File: src/rtl/xtu_pkg.sv
package xtu_pkg;

    localparam int unsigned XTU_MAX_SRC = 6;
    localparam int unsigned XTU_PITCH   = 4;
    localparam int unsigned XTU_MODE_W  = 3;

    typedef enum logic [XTU_MODE_W-1:0] {
        TRIG_OFF  = 3'd0,
        TRIG_RISE = 3'd1,
        TRIG_FALL = 3'd2,
        TRIG_BOTH = 3'd3,
        TRIG_RSV4 = 3'd4,
        TRIG_HIGH = 3'd5,
        TRIG_LOW  = 3'd6,
        TRIG_RSV7 = 3'd7
    } trig_mode_e;

    localparam logic [3:0] OFS_MODE = 4'h0;
    localparam logic [3:0] OFS_CAP  = 4'h4;
    localparam logic [3:0] OFS_PEND = 4'h8;
    localparam logic [3:0] OFS_EN   = 4'hC;

    function automatic logic mode_is_edge(trig_mode_e m);
        return (m == TRIG_RISE) || (m == TRIG_FALL) || (m == TRIG_BOTH);
    endfunction

endpackage

File: src/rtl/xtu_sync.sv
module xtu_sync #(
    parameter int unsigned WIDTH = 6
) (
    input  logic             clk_i,
    input  logic             rst_ni,
    input  logic [WIDTH-1:0] d_i,
    output logic [WIDTH-1:0] q_o
);

    typedef struct packed {
        logic [WIDTH-1:0] st1;
        logic [WIDTH-1:0] st2;
    } sync_t;

    sync_t sync_d, sync_q;

    always_comb begin
        sync_d     = sync_q;
        sync_d.st1 = d_i;
        sync_d.st2 = sync_q.st1;
    end

    always_ff @(posedge clk_i or negedge rst_ni) begin
        if (!rst_ni) sync_q <= '0;
        else         sync_q <= sync_d;
    end

    assign q_o = sync_q.st2;

endmodule

File: src/rtl/xtu_regs.sv
module xtu_regs
    import xtu_pkg::*;
#(
    parameter int unsigned N_SRC  = 6,
    parameter int unsigned DATA_W = 32,
    parameter int unsigned ADDR_W = 4
) (
    input  logic                         clk_i,
    input  logic                         rst_ni,
    input  logic                         wr_i,
    input  logic [ADDR_W-1:0]            addr_i,
    input  logic [DATA_W-1:0]            wdata_i,
    input  logic [N_SRC-1:0]             lvl_i,
    input  logic [N_SRC-1:0]             pend_i,
    output logic [DATA_W-1:0]            rdata_o,
    output trig_mode_e [N_SRC-1:0]       mode_o,
    output logic [N_SRC-1:0]             en_o,
    output logic [N_SRC-1:0]             clr_o
);

    localparam logic [ADDR_W-1:0] A_MODE = ADDR_W'(OFS_MODE);
    localparam logic [ADDR_W-1:0] A_CAP  = ADDR_W'(OFS_CAP);
    localparam logic [ADDR_W-1:0] A_PEND = ADDR_W'(OFS_PEND);
    localparam logic [ADDR_W-1:0] A_EN   = ADDR_W'(OFS_EN);

    typedef struct packed {
        trig_mode_e [N_SRC-1:0] mode;
        logic [N_SRC-1:0]       en;
    } regs_t;

    regs_t regs_d, regs_q;
    logic [N_SRC-1:0]  clr_d;
    logic [DATA_W-1:0] rdata_d;

    always_comb begin
        regs_d  = regs_q;
        clr_d   = '0;
        rdata_d = '0;
        if (wr_i) begin
            if (addr_i == A_MODE) begin
                for (int i = 0; i < int'(N_SRC); i++) begin
                    regs_d.mode[i] = trig_mode_e'(wdata_i[XTU_PITCH*i +: XTU_MODE_W]);
                end
            end else if (addr_i == A_EN) begin
                regs_d.en = wdata_i[N_SRC-1:0];
            end else if (addr_i == A_PEND) begin
                clr_d = ~wdata_i[N_SRC-1:0];
            end
        end
        if (addr_i == A_MODE) begin
            for (int i = 0; i < int'(N_SRC); i++) begin
                rdata_d[XTU_PITCH*i +: XTU_MODE_W] = regs_q.mode[i];
            end
        end else if (addr_i == A_CAP) begin
            rdata_d[N_SRC-1:0] = lvl_i;
        end else if (addr_i == A_PEND) begin
            rdata_d[N_SRC-1:0] = pend_i;
        end else if (addr_i == A_EN) begin
            rdata_d[N_SRC-1:0] = regs_q.en;
        end
    end

    always_ff @(posedge clk_i or negedge rst_ni) begin
        if (!rst_ni) begin
            for (int i = 0; i < int'(N_SRC); i++) regs_q.mode[i] <= TRIG_LOW;
            regs_q.en <= '0;
        end else begin
            regs_q <= regs_d;
        end
    end

    assign mode_o  = regs_q.mode;
    assign en_o    = regs_q.en;
    assign clr_o   = clr_d;
    assign rdata_o = rdata_d;

    // writes outside the mode and enable words leave stored state alone
    assert_no_stray_write_R13: assert property (@(posedge clk_i) disable iff (!rst_ni)
        (wr_i && addr_i != A_MODE && addr_i != A_EN) |=> $stable(regs_q));

    // a mode write lands the addressed field in the next cycle
    assert_mode_field_R2: assert property (@(posedge clk_i) disable iff (!rst_ni)
        (wr_i && addr_i == A_MODE) |=> (mode_o[0] == $past(wdata_i[XTU_MODE_W-1:0])));

endmodule

File: src/rtl/xtu_detect.sv
module xtu_detect
    import xtu_pkg::*;
#(
    parameter int unsigned N_SRC = 6
) (
    input  logic                   clk_i,
    input  logic                   rst_ni,
    input  logic [N_SRC-1:0]       lvl_i,
    input  trig_mode_e [N_SRC-1:0] mode_i,
    input  logic [N_SRC-1:0]       en_i,
    input  logic [N_SRC-1:0]       clr_i,
    output logic [N_SRC-1:0]       pend_o,
    output logic [N_SRC-1:0]       req_o
);

    typedef struct packed {
        logic [N_SRC-1:0] prev;
        logic [N_SRC-1:0] pend;
    } det_t;

    det_t det_d, det_q;
    logic [N_SRC-1:0] req_d;

    always_comb begin
        det_d      = det_q;
        det_d.prev = lvl_i;
        req_d      = '0;
        for (int i = 0; i < int'(N_SRC); i++) begin
            logic up, down, hit;
            up   = lvl_i[i] & ~det_q.prev[i];
            down = ~lvl_i[i] & det_q.prev[i];
            unique case (mode_i[i])
                TRIG_RISE: hit = up;
                TRIG_FALL: hit = down;
                TRIG_BOTH: hit = up | down;
                default:   hit = 1'b0;
            endcase
            // a fresh edge wins over a clear in the same cycle
            det_d.pend[i] = hit | (det_q.pend[i] & ~clr_i[i]);
            unique case (mode_i[i])
                TRIG_RISE, TRIG_FALL, TRIG_BOTH: req_d[i] = det_q.pend[i];
                TRIG_HIGH:                        req_d[i] = lvl_i[i];
                TRIG_LOW:                         req_d[i] = ~lvl_i[i];
                default:                          req_d[i] = 1'b0;
            endcase
            req_d[i] = req_d[i] & en_i[i];
        end
    end

    always_ff @(posedge clk_i or negedge rst_ni) begin
        if (!rst_ni) det_q <= '0;
        else         det_q <= det_d;
    end

    assign pend_o = det_q.pend;
    assign req_o  = req_d;

    for (genvar g = 0; g < int'(N_SRC); g++) begin : g_chk
        // a disabled pin never requests
        assert_gate_R10: assert property (@(posedge clk_i) disable iff (!rst_ni)
            !en_i[g] |-> !req_o[g]);
        // pending holds until a clear arrives
        assert_hold_R11: assert property (@(posedge clk_i) disable iff (!rst_ni)
            (det_q.pend[g] && !clr_i[g]) |=> det_q.pend[g]);
        // a clear with no edge empties the bit
        assert_clear_R11: assert property (@(posedge clk_i) disable iff (!rst_ni)
            (clr_i[g] && (lvl_i[g] == det_q.prev[g])) |=> !det_q.pend[g]);
        // in both-edge mode any transition sets pending, clear or not
        assert_edge_wins_R12: assert property (@(posedge clk_i) disable iff (!rst_ni)
            (mode_i[g] == TRIG_BOTH && (lvl_i[g] != det_q.prev[g])) |=> det_q.pend[g]);
        // non-edge modes never raise pending
        assert_no_latch_R7: assert property (@(posedge clk_i) disable iff (!rst_ni)
            (!mode_is_edge(mode_i[g]) && !det_q.pend[g]) |=> !det_q.pend[g]);
    end

endmodule

File: src/rtl/xtu_top.sv
module xtu_top
    import xtu_pkg::*;
#(
    parameter int unsigned N_SRC  = XTU_MAX_SRC,
    parameter int unsigned DATA_W = 32,
    parameter int unsigned ADDR_W = 4
) (
    input  logic              clk_i,
    input  logic              rst_ni,
    input  logic [N_SRC-1:0]  pin_i,
    input  logic              bus_wr_i,
    input  logic [ADDR_W-1:0] bus_addr_i,
    input  logic [DATA_W-1:0] bus_wdata_i,
    output logic [DATA_W-1:0] bus_rdata_o,
    output logic [N_SRC-1:0]  irq_req_o
);

    logic [N_SRC-1:0]       lvl;
    logic [N_SRC-1:0]       pend;
    logic [N_SRC-1:0]       en;
    logic [N_SRC-1:0]       clr;
    trig_mode_e [N_SRC-1:0] mode;

    xtu_sync #(.WIDTH(N_SRC)) u_sync (
        .clk_i  (clk_i),
        .rst_ni (rst_ni),
        .d_i    (pin_i),
        .q_o    (lvl)
    );

    xtu_regs #(.N_SRC(N_SRC), .DATA_W(DATA_W), .ADDR_W(ADDR_W)) u_regs (
        .clk_i   (clk_i),
        .rst_ni  (rst_ni),
        .wr_i    (bus_wr_i),
        .addr_i  (bus_addr_i),
        .wdata_i (bus_wdata_i),
        .lvl_i   (lvl),
        .pend_i  (pend),
        .rdata_o (bus_rdata_o),
        .mode_o  (mode),
        .en_o    (en),
        .clr_o   (clr)
    );

    xtu_detect #(.N_SRC(N_SRC)) u_detect (
        .clk_i  (clk_i),
        .rst_ni (rst_ni),
        .lvl_i  (lvl),
        .mode_i (mode),
        .en_i   (en),
        .clr_i  (clr),
        .pend_o (pend),
        .req_o  (irq_req_o)
    );

    // cycles since reset, for the synchroniser latency check only
    logic [1:0] age_q;
    always_ff @(posedge clk_i or negedge rst_ni) begin
        if (!rst_ni)            age_q <= '0;
        else if (age_q != 2'd3) age_q <= age_q + 2'd1;
    end

    // captured level is the pin two edges earlier
    assert_sync_latency_R1: assert property (@(posedge clk_i) disable iff (!rst_ni)
        (age_q >= 2'd2) |-> (lvl == $past(pin_i, 2)));

endmodule

File: config.mk
export PLATFORM = sky130hd
export DESIGN_NAME = xtu_top
export DESIGN_NICKNAME = d
export VERILOG_FILES = /design/src/rtl/xtu_pkg.sv /design/src/rtl/xtu_sync.sv /design/src/rtl/xtu_regs.sv /design/src/rtl/xtu_detect.sv /design/src/rtl/xtu_top.sv
export SDC_FILE = /design/constraint.sdc
export NUM_CORES = 1
export LEC_CHECK = 0
export ABC_AREA = 1
export BUFFER_PORTS_ARGS = -buffer_cell sky130_fd_sc_hd__buf_2
export CORE_MARGIN = 10
export CORE_UTILIZATION = 46
export CTS_BUF_LIST = sky130_fd_sc_hd__clkbuf_2
export CTS_CLUSTER_DIAMETER = 100
export DETAILED_ROUTE_END_ITERATION = 8
export PLACE_DENSITY = 0.79
export SETUP_SLACK_MARGIN = 0.2
export SLEW_MARGIN = 20
export SYNTH_ARGS = -nofsm -noshare
export SYNTH_HDL_FRONTEND = slang
export SYNTH_SLANG_ARGS = --single-unit
export TNS_END_PERCENT = 20
File: constraint.sdc
create_clock -name clk_i -period 3.15 [get_ports clk_i]
set_clock_uncertainty 0.2 [all_clocks]
set_input_delay 0.315 -clock clk_i [delete_from_list [all_inputs] [get_ports clk_i]]
set_output_delay 0.315 -clock clk_i [all_outputs]
set_load 0.05 [all_outputs]
* After elaboration in Yosys (flattened, before gate mapping) *
Cells that the tools add are included.

operators by class
  eq/ne operators = 33
  multiplexer cells = 27
  bitwise logic cells = 56
  reductions and logical operators = 9

operator list
  kind                                                             number
  6-bit 2-to-1 mux                                                 7
  3-bit by 2-bit == test with 1-bit output, second input constant  12
  3-bit == test, second input constant                             12
  1-bit one-hot mux with 3 select lines                            12
  1-bit AND                                                        24
  1-bit inverter                                                   19
  3-bit by 1-bit == test with 1-bit output, second input constant  6
  3-bit OR reduction                                               6
  3-bit 2-to-1 mux                                                 5
  1-bit bitwise OR                                                 12
  4-bit == test, second input constant                             2
  6-bit inverter                                                   1
  4-bit by 3-bit == test with 1-bit output, second input constant  1
  4-bit logical NOT                                                1
  3-bit AND reduction                                              1
  1-bit 2-to-1 mux                                                 2
  2-bit 2-to-1 mux                                                 1
  2-bit AND reduction                                              1

storage, ports and cells
  register bits = 48
  input port bits = 45
  output and inout port bits = 38

* Logic depth before layout (Yosys ltp) *
Gate-level depths: netlist of the first run.

  word-level depth = 8
  gate-level depth with buffers = 7

* Hierarchy *
Synthesis of the first run repeated with hierarchy kept, for this count alone.

second synthesis, totals
  cell total of the unflattened synthesis = 345
  area total of the unflattened synthesis = 2,771.4 um^2

by module, submodules not included
  module      times used  cells each  area each (um^2)  seq. area each (um^2)
  xtu_regs    1           181         1,428.9           615.6
  xtu_detect  1           152         1,042.2           300.3
  xtu_sync    1           12          300.3             300.3

* Least setup slack after synthesis of the first run *
Ideal clock, no wire load.

  kind = input port to output port
  from = input port bus_addr_i[1]
  to = output port bus_rdata_o[12]
  data arrival time = 1.503 ns
  required time = 2.635 ns
  setup slack = 1.132 ns
  stages on the path = 4
  path through = nor2_2 -> nand2_4 -> buf_2 -> nor2_1

on the way
  word-level cells in the longest chain between the ends = 2

RTL lines
  item                line            source
  start: declaration  xtu_top.sv:12   input logic [ADDR_W-1:0] bus_addr_i,
  4-bit logical NOT   xtu_regs.sv:50  if (addr_i == A_MODE) begin
  3-bit 2-to-1 mux    xtu_regs.sv:50
  end: declaration    xtu_top.sv:14   output logic [DATA_W-1:0] bus_rdata_o,

Every way passes these cells.

* Worst setup path in the final report of the first run *
  from = register u_regs.regs_q[10], in the netlist u_regs.mode_o[4]
  to = output port irq_req_o[1]

on the way
  word-level cells in the longest chain between the ends = 4
  elaborated cells between the ends (all ways) = 8
  those cells by class = eq/ne (5); mux (1); bitwise (1); reduce/logical (1)

RTL lines
  item                                                                                                  line              source
  start: declaration                                                                                    xtu_regs.sv:31    regs_t regs_d, regs_q;
  start signal: assignment                                                                              xtu_regs.sv:68    regs_q <= regs_d;
  3-bit by 1-bit == test with 1-bit output or 3-bit by 2-bit == test with 1-bit output (tied branches)  xtu_detect.sv:40  unique case (mode_i[i])
  3-bit OR reduction                                                                                    xtu_detect.sv:40
  1-bit one-hot mux with 3 select lines (*)                                                             xtu_detect.sv:40
  1-bit AND (*)                                                                                         xtu_detect.sv:46  req_d[i] = req_d[i] & en_i[i];
  end: declaration                                                                                      xtu_top.sv:15     output logic [N_SRC-1:0] irq_req_o

Every way passes the cells marked *; elsewhere a longest branch is shown, timed or not.

==> tab_implementation.tex, run 1 <==
\begin{tabular}{lr}
\hline
Metric & Value \\
\hline
\multicolumn{2}{l}{\textbf{Pwr}} \\
Power consumption & 1620 uW \\
Maximum VDD drop & 0.000336 V \\
Portion of total power attributed to combinational logic & 0.329 \\
NetSw & 645 uW \\
Part of the power in registers & 0.516 \\
Fraction of power spent switching nets & 0.397 \\
Int Pwr & 978 uW \\
Cell leakage power & 0.00168 uW \\
Part of the power in the clock network & 0.155 \\
Pwr Density & 501 nW/um\^{}2 \\
\multicolumn{2}{l}{\textbf{Timing}} \\
Setup slack after layout & 0.926 ns \\
RSZ-0062 raised after global routing & false \\
Worst hold slack after final layout & 0.0853 ns \\
Setup violation total in the final timing report & 0 \\
Tcrit/Tclk final & 0.706 \\
Least-Margin Pin Slew & 0.605 ns \\
Slew Limit Headroom & 0.596 \\
FMAX & 0.450 GHz \\
Number of hold violations in the final report & 0 \\
Min cycle time layout & 2.22 ns \\
Setup TNS Final & 0 ns \\
Slew Limit Fails & 0 \\
\multicolumn{2}{l}{\textbf{Synth}} \\
Largest area contributor in the synthesized netlist & sky130\_fd\_sc\_hd\_\_dfrtp\_1 \\
List of most frequent post-synthesis cells & sky130\_fd\_sc\_hd\_\_nand2\_1, sky130\_fd\_sc\_hd\_\_inv\_1, sky130\_fd\_sc\_hd\_\_dfrtp\_1, sky130\_fd\_sc\_hd\_\_nand3\_1, sky130\_fd\_sc\_hd\_\_nor2\_1 \\
Combinational family with the most area after synthesis & simple AND/OR/NAND/NOR gates \\
Number of different library cells in the post-synthesis netlist & 21 \\
Xor and xnor fraction of the mapped netlist area & 0 \\
Post-synthesis simple-gate area fraction & 0.247 \\
Compound-cell area share of the yosys netlist & 0.120 \\
Share of flip-flops with an asynchronous set or reset & 1.00 \\
Adder-cell share of the synthesized area & 0.0562 \\
Proportion of netlist area held by the largest area contributor & 0.337 \\
Primary flip-flop cell chosen by synthesis mapping & sky130\_fd\_sc\_hd\_\_dfrtp\_1 \\
Yosys warns & 0 \\
Multiplexer area fraction after synthesis & 0 \\
Sequential fraction of the synthesis area & 0.455 \\
Most frequent cell after synthesis & sky130\_fd\_sc\_hd\_\_nand2\_1 \\
Leading post-synthesis cells by cell area & sky130\_fd\_sc\_hd\_\_dfrtp\_1, sky130\_fd\_sc\_hd\_\_dfstp\_2, sky130\_fd\_sc\_hd\_\_nand2\_1 \\
Number of flip-flops and latches in the synthesized netlist & 48 \\
Cell Area, Synth & 2670 sq um \\
Cell count after synthesis & 320 \\
Post-synth EDFFs & 0 \\
Synthesized area per cell & 8.35 sq um \\
\multicolumn{2}{l}{\textbf{Die}} \\
Area enclosed by the die boundary & 9260 sq um \\
Core region area & 5570 sq um \\
Number of cell rows & 27 \\
Die Span X & 96.2 um \\
I/O pins & 83 \\
Height of the die & 96.2 um \\
Effective utilization at floorplan & 0.479 \\
\multicolumn{2}{l}{\textbf{Cells and area}} \\
Number of antenna repair diodes & 0 \\
Post-synthesis to final-layout area growth & 21.2\% \\
Fin nets & 459 \\
Fraction of layout instances using a drive strength above 1 & 0.253 \\
\# fillers & 494 \\
\multicolumn{2}{l}{\textbf{Routing}} \\
Remaining routing DRC violations & 0 \\
Post-route antenna net violation count & 0 \\
Number of DRC violations after detailed-routing iteration 0 & 143 \\
Final WL & 6610 um \\
Detailed-route via count & 2363 \\
Length of the first detailed-routing pass in iterations & 4 \\
Average wire length per cell after detail routing & 13.9 um \\
Vias/cell & 4.97 \\
\multicolumn{2}{l}{\textbf{Place}} \\
Setup slack after placement & 1.08 ns \\
Input/output buffers & 56 \\
HPWL after detailed placement & 4780 um \\
Gp weighted congestion & 0.832 \\
\multicolumn{2}{l}{\textbf{Critical path}} \\
Endpoint arrival time on the critical path & 1.71 ns \\
Crit Path Category & reg -> out \\
Endpoint type of the worst setup path & output pin \\
Slack of the worst reg-to-reg path & 1.65 ns \\
Required time of the worst setup path & 2.63 ns \\
Critical path fanouts, max & 5 \\
Type of element launching the critical path & register \\
\multicolumn{2}{l}{\textbf{Clocking}} \\
Number of buffers between clock root and the deepest sink & 2 \\
Buffer type at the clock tree root & sky130\_fd\_sc\_hd\_\_clkbuf\_2 \\
Total clock sinks & 48 \\
Total number of H-tree levels & 2 \\
Clock tree from TritonCTS & yes \\
Clock transition at the register clock pins on the worst setup and hold paths after CTS & 0.23 ns \\
Skew-Pair Late Insertion Delay & 0.42 ns \\
Num CTS Buffers & 5 \\
\multicolumn{2}{l}{\textbf{Status}} \\
Run status & complete, no violations \\
\multicolumn{2}{l}{\textbf{Global route}} \\
GRT Overall Usage & 0.152 \\
Via count of the first global-routing pass & 2393 \\
Overall overflow remaining after global route & 0 \\
Pin count of the biggest net entering global routing & 49 \\
Antenna violations before repair & 0 \\
Global-route wire length before repair & 11200 um \\
\multicolumn{2}{l}{\textbf{Job}} \\
Reported max-cap violation count & 0 \\
\multicolumn{2}{l}{\textbf{Min path}} \\
Classification of the worst-slack hold path & in -> reg \\
\hline
\end{tabular}
what timing repair did:
action	in CTS	in global routing
gates resized for setup	0	0
hold buffers	26	0
setup buffers	0	0
endpoints found under the hold margin	67	0
layer usage:
layer	vias up	global-route usage	routed length, um
li1	1168	-	-
met1	1107	0.188	2880
met2	80	0.247	3070
met3	8	0.0490	590
met4	0	0.0430	65
met5	-	0	0
area by class of cell:
class	instances	area, sq um	area share
Clock inverter	1	3.75	0.00116
Sequential cell	48	1220	0.375
Inverter	44	165	0.0510
Multi-Input combinational cell	220	1180	0.364
Timing Repair Buffer	83	551	0.170
Clock buffer	7	35.0	0.0108
Tap cell	72	90.1	0.0278
kinds of logic after synthesis:
family | Yosys count
compound gates | 49
other cells | 1
buf+inv | 64
flops | 48
simple gates | 146
fa+ha+maj | 12
worst max-delay path, cell delays in order, from the launching register on:
cell and delay (ns):
sky130_fd_sc_hd__dfstp_2 0.62, sky130_fd_sc_hd__inv_1 0.10, sky130_fd_sc_hd__nand2_1 0.08, sky130_fd_sc_hd__nand3_1 0.06
sky130_fd_sc_hd__nand3_1 0.08, sky130_fd_sc_hd__nand2_1 0.05, sky130_fd_sc_hd__inv_1 0.05, sky130_fd_sc_hd__buf_2 0.26
placed cells by master, fill, tap and decap left out, types with 12 or more instances in the layout:
cell	Yosys	layout
sky130_fd_sc_hd__nand2_1	76	76
sky130_fd_sc_hd__nand3_1	28	28
sky130_fd_sc_hd__conb_1	1	13
sky130_fd_sc_hd__dfrtp_1	36	36
sky130_fd_sc_hd__dfstp_2	12	12
sky130_fd_sc_hd__ha_1	12	12
sky130_fd_sc_hd__o21ai_0	19	19
sky130_fd_sc_hd__buf_2	3	55
sky130_fd_sc_hd__nor2_1	23	23
sky130_fd_sc_hd__dlygate4sd3_1	0	26
sky130_fd_sc_hd__inv_1	44	44
sky130_fd_sc_hd__o21ai_2	18	18
power by group through the flow:
stage / logic [uW] / registers, uW / clock network, uW
final: 534 / 837 / 252
after global routing: 598 / 853 / 286
after CTS: 536 / 836 / 254
after detailed placement: 509 / 847 / 0
after global placement: 492 / 841 / 0
after floorplan: 410 / 818 / 0
path summary, 6_finish.rpt:
kind	start	endpoint	cells past startpoint
setup / recovery	u_regs.mode_o[4]	irq_req_o[1]	7
hold / removal	bus_wr_i	u_detect.pend_o[5]	4
setup reg to reg	u_sync.q_o[3]	u_detect.pend_o[3]	7
hold reg to reg	u_sync.sync_d[1]	u_sync.q_o[1]	0
max in group asynchronous	rst_ni	u_detect.pend_o[1]	2
min in group asynchronous	rst_ni	u_sync.sync_d[5]	2
registers in the layout, summed over array words and instances (netlist names):
register         count
u_regs.en_o          6
u_regs.mode_o       18
u_sync.q_o           6
u_detect.det_q       6
u_sync.sync_d        6
u_detect.pend_o      6
per-stage QoR:
stage                     utilization  instance area (sq um)  cells
after floorplan                     -                   2720    332
after global placement          0.527                   2940    441
after detailed placement        0.527                   2940    441
after CTS                       0.581                   3240    475
after global routing            0.581                   3240    475
final                           0.581                   3240    475
Note: power is estimated with default switching activity, not from simulation.
==> run 2, diff against run 1 <==
clock period = 2.13 ns   (was 3.15 ns; I/O delays follow)
==> tab_implementation.tex, run 2 (synthesis results as in run 1) <==
\begin{tabular}{lr}
\hline
Metric & Value \\
\hline
\multicolumn{2}{l}{\textbf{Clocking}} \\
Total number of H-tree levels & 2 \\
Num CTS Buffers & 5 \\
Skew-Pair Late Insertion Delay & 0.44 ns \\
Total clock sinks & 48 \\
Clock tree from TritonCTS & yes \\
Clock transition at the register clock pins on the worst setup and hold paths after CTS & 0.25 ns \\
Buffer type at the clock tree root & sky130\_fd\_sc\_hd\_\_clkbuf\_2 \\
Number of buffers between clock root and the deepest sink & 2 \\
\multicolumn{2}{l}{\textbf{Cells and area}} \\
Fraction of layout instances using a drive strength above 1 & 0.298 \\
Sequential cell area & 1220 sq um \\
Fin nets & 475 \\
\# fillers & 476 \\
Post-synthesis to final-layout area growth & 30.1\% \\
Commonest non-fill, non-tap cell in the layout & sky130\_fd\_sc\_hd\_\_nand2\_1 \\
Multi-input combinational cell area & 1190 sq um \\
Flip-flop count of the largest register after layout & 18 \\
Commonest non-fill, non-tap cells in the layout & sky130\_fd\_sc\_hd\_\_nand2\_1, sky130\_fd\_sc\_hd\_\_buf\_2, sky130\_fd\_sc\_hd\_\_inv\_1, sky130\_fd\_sc\_hd\_\_dfrtp\_1, sky130\_fd\_sc\_hd\_\_dlygate4sd3\_1 \\
\multicolumn{2}{l}{\textbf{Pwr}} \\
Pwr Density & 774 nW/um\^{}2 \\
Cell leakage power & 0.00178 uW \\
Power consumption & 2690 uW \\
Maximum VDD drop & 0.000505 V \\
\multicolumn{2}{l}{\textbf{Global route}} \\
Antenna violations before repair & 0 \\
Overall overflow remaining after global route & 0 \\
Pin count of the biggest net entering global routing & 29 \\
GRT Overall Usage & 0.167 \\
Via count of the first global-routing pass & 2661 \\
Global-route wire length before repair & 12300 um \\
\multicolumn{2}{l}{\textbf{Critical path}} \\
Required time of the worst setup path & 1.72 ns \\
Endpoint type of the worst setup path & output pin \\
Type of element launching the critical path & register \\
R2R cell count & 7 \\
Critical path fanouts, max & 2 \\
Endpoint arrival time on the critical path & 1.63 ns \\
Crit Path Category & reg -> out \\
\multicolumn{2}{l}{\textbf{Place}} \\
Input/output buffers & 56 \\
Gp weighted congestion & 0.821 \\
HPWL after detailed placement & 5030 um \\
\multicolumn{2}{l}{\textbf{Min path}} \\
Classification of the worst-slack hold path & in -> async \\
\multicolumn{2}{l}{\textbf{Timing}} \\
FMAX & 0.489 GHz \\
Setup violation total in the final timing report & 0 \\
Slew Limit Headroom & 0.645 \\
Min cycle time layout & 2.05 ns \\
Slew Limit Fails & 0 \\
RSZ-0062 raised after global routing & true \\
Least-Margin Pin Slew & 0.532 ns \\
Tcrit/Tclk final & 0.960 \\
Number of hold violations in the final report & 0 \\
Setup TNS Final & 0 ns \\
\multicolumn{2}{l}{\textbf{Routing}} \\
Detailed-route via count & 2505 \\
Final WL & 7550 um \\
Remaining routing DRC violations & 0 \\
Post-route antenna net violation count & 0 \\
Average wire length per cell after detail routing & 15.3 um \\
Number of DRC violations after detailed-routing iteration 0 & 207 \\
Vias/cell & 5.09 \\
Length of the first detailed-routing pass in iterations & 4 \\
\multicolumn{2}{l}{\textbf{Die}} \\
Effective utilization at floorplan & 0.479 \\
Core region area & 5570 sq um \\
Area enclosed by the die boundary & 9260 sq um \\
I/O pins & 83 \\
Die Span X & 96.2 um \\
Height of the die & 96.2 um \\
Number of cell rows & 27 \\
\multicolumn{2}{l}{\textbf{Status}} \\
Run status & complete, no violations \\
\multicolumn{2}{l}{\textbf{Job}} \\
Reported max-cap violation count & 0 \\
\hline
\end{tabular}
## run 2: area by class of cell
type                    instances  share of cell area
diodes                          1            0.000719
clock buffers                   5             0.00719
well taps                      72              0.0259
inverters                      44              0.0489
clock inverters                 3              0.0108
repair buffers                 99               0.214
multi-input cells             220               0.343
flip-flops and latches         48               0.350
## run 2: what timing repair did
action,in CTS,in global routing
hold buffers,27,0
setup buffers,8,3
resized for setup,16,10
setup endpoints to repair,12,19
pin swaps,5,3
endpoints found under the hold margin,77,0
## run 2: where the power goes
part           switching [uW]  internal [uW]
Clock                     299            191
Sequential                142           1100
Combinational             592            369
## run 2: path summary, 6_finish.rpt
kind | start | slack (ns) | to
worst max-delay path | u_regs.mode_o[7] | 0.08 | irq_req_o[2]
worst min-delay path | rst_ni | 0.05 | u_sync.sync_d[4]
worst max register to register | u_sync.q_o[5] | 0.60 | u_detect.pend_o[5]
worst min register to register | u_sync.sync_d[0] | 0.18 | u_sync.q_o[0]
max in group asynchronous | rst_ni | 1.06 | u_regs.mode_o[4]
min in group clk_i | bus_addr_i[1] | 0.16 | u_detect.pend_o[2]
## run 2: critical path, cell delays in order (launching register included)
cell and delay, ns:
sky130_fd_sc_hd__dfstp_2 0.62, sky130_fd_sc_hd__buf_6 0.10, sky130_fd_sc_hd__nand4_1 0.10, sky130_fd_sc_hd__nand3_2 0.10
sky130_fd_sc_hd__nand2_1 0.05, sky130_fd_sc_hd__inv_1 0.06, sky130_fd_sc_hd__buf_6 0.15
## run 2: metrics by stage
stage               instance area (sq um)  hold slack (ns)  utilization  setup slack [ns]  instances
detailed placement                   2990           0.0207        0.537             0.330        445
finish                               3480           0.0505        0.624            0.0846        492
floorplan                            2720           -0.283            -             0.316        332
CTS                                  3430           0.0539        0.615             0.135        488
global placement                     2990           0.0126        0.537             0.367        445
global route                         3480           0.0683        0.624          0.000625        491
## run 2: layer usage
metal  up-vias  GRT usage  share of wire
met2       111      0.279           0.49
met4         0     0.0774          0.023
met1      1173      0.198           0.41
met5         -          0              0
met3        20     0.0420          0.084
li1       1201          -              -
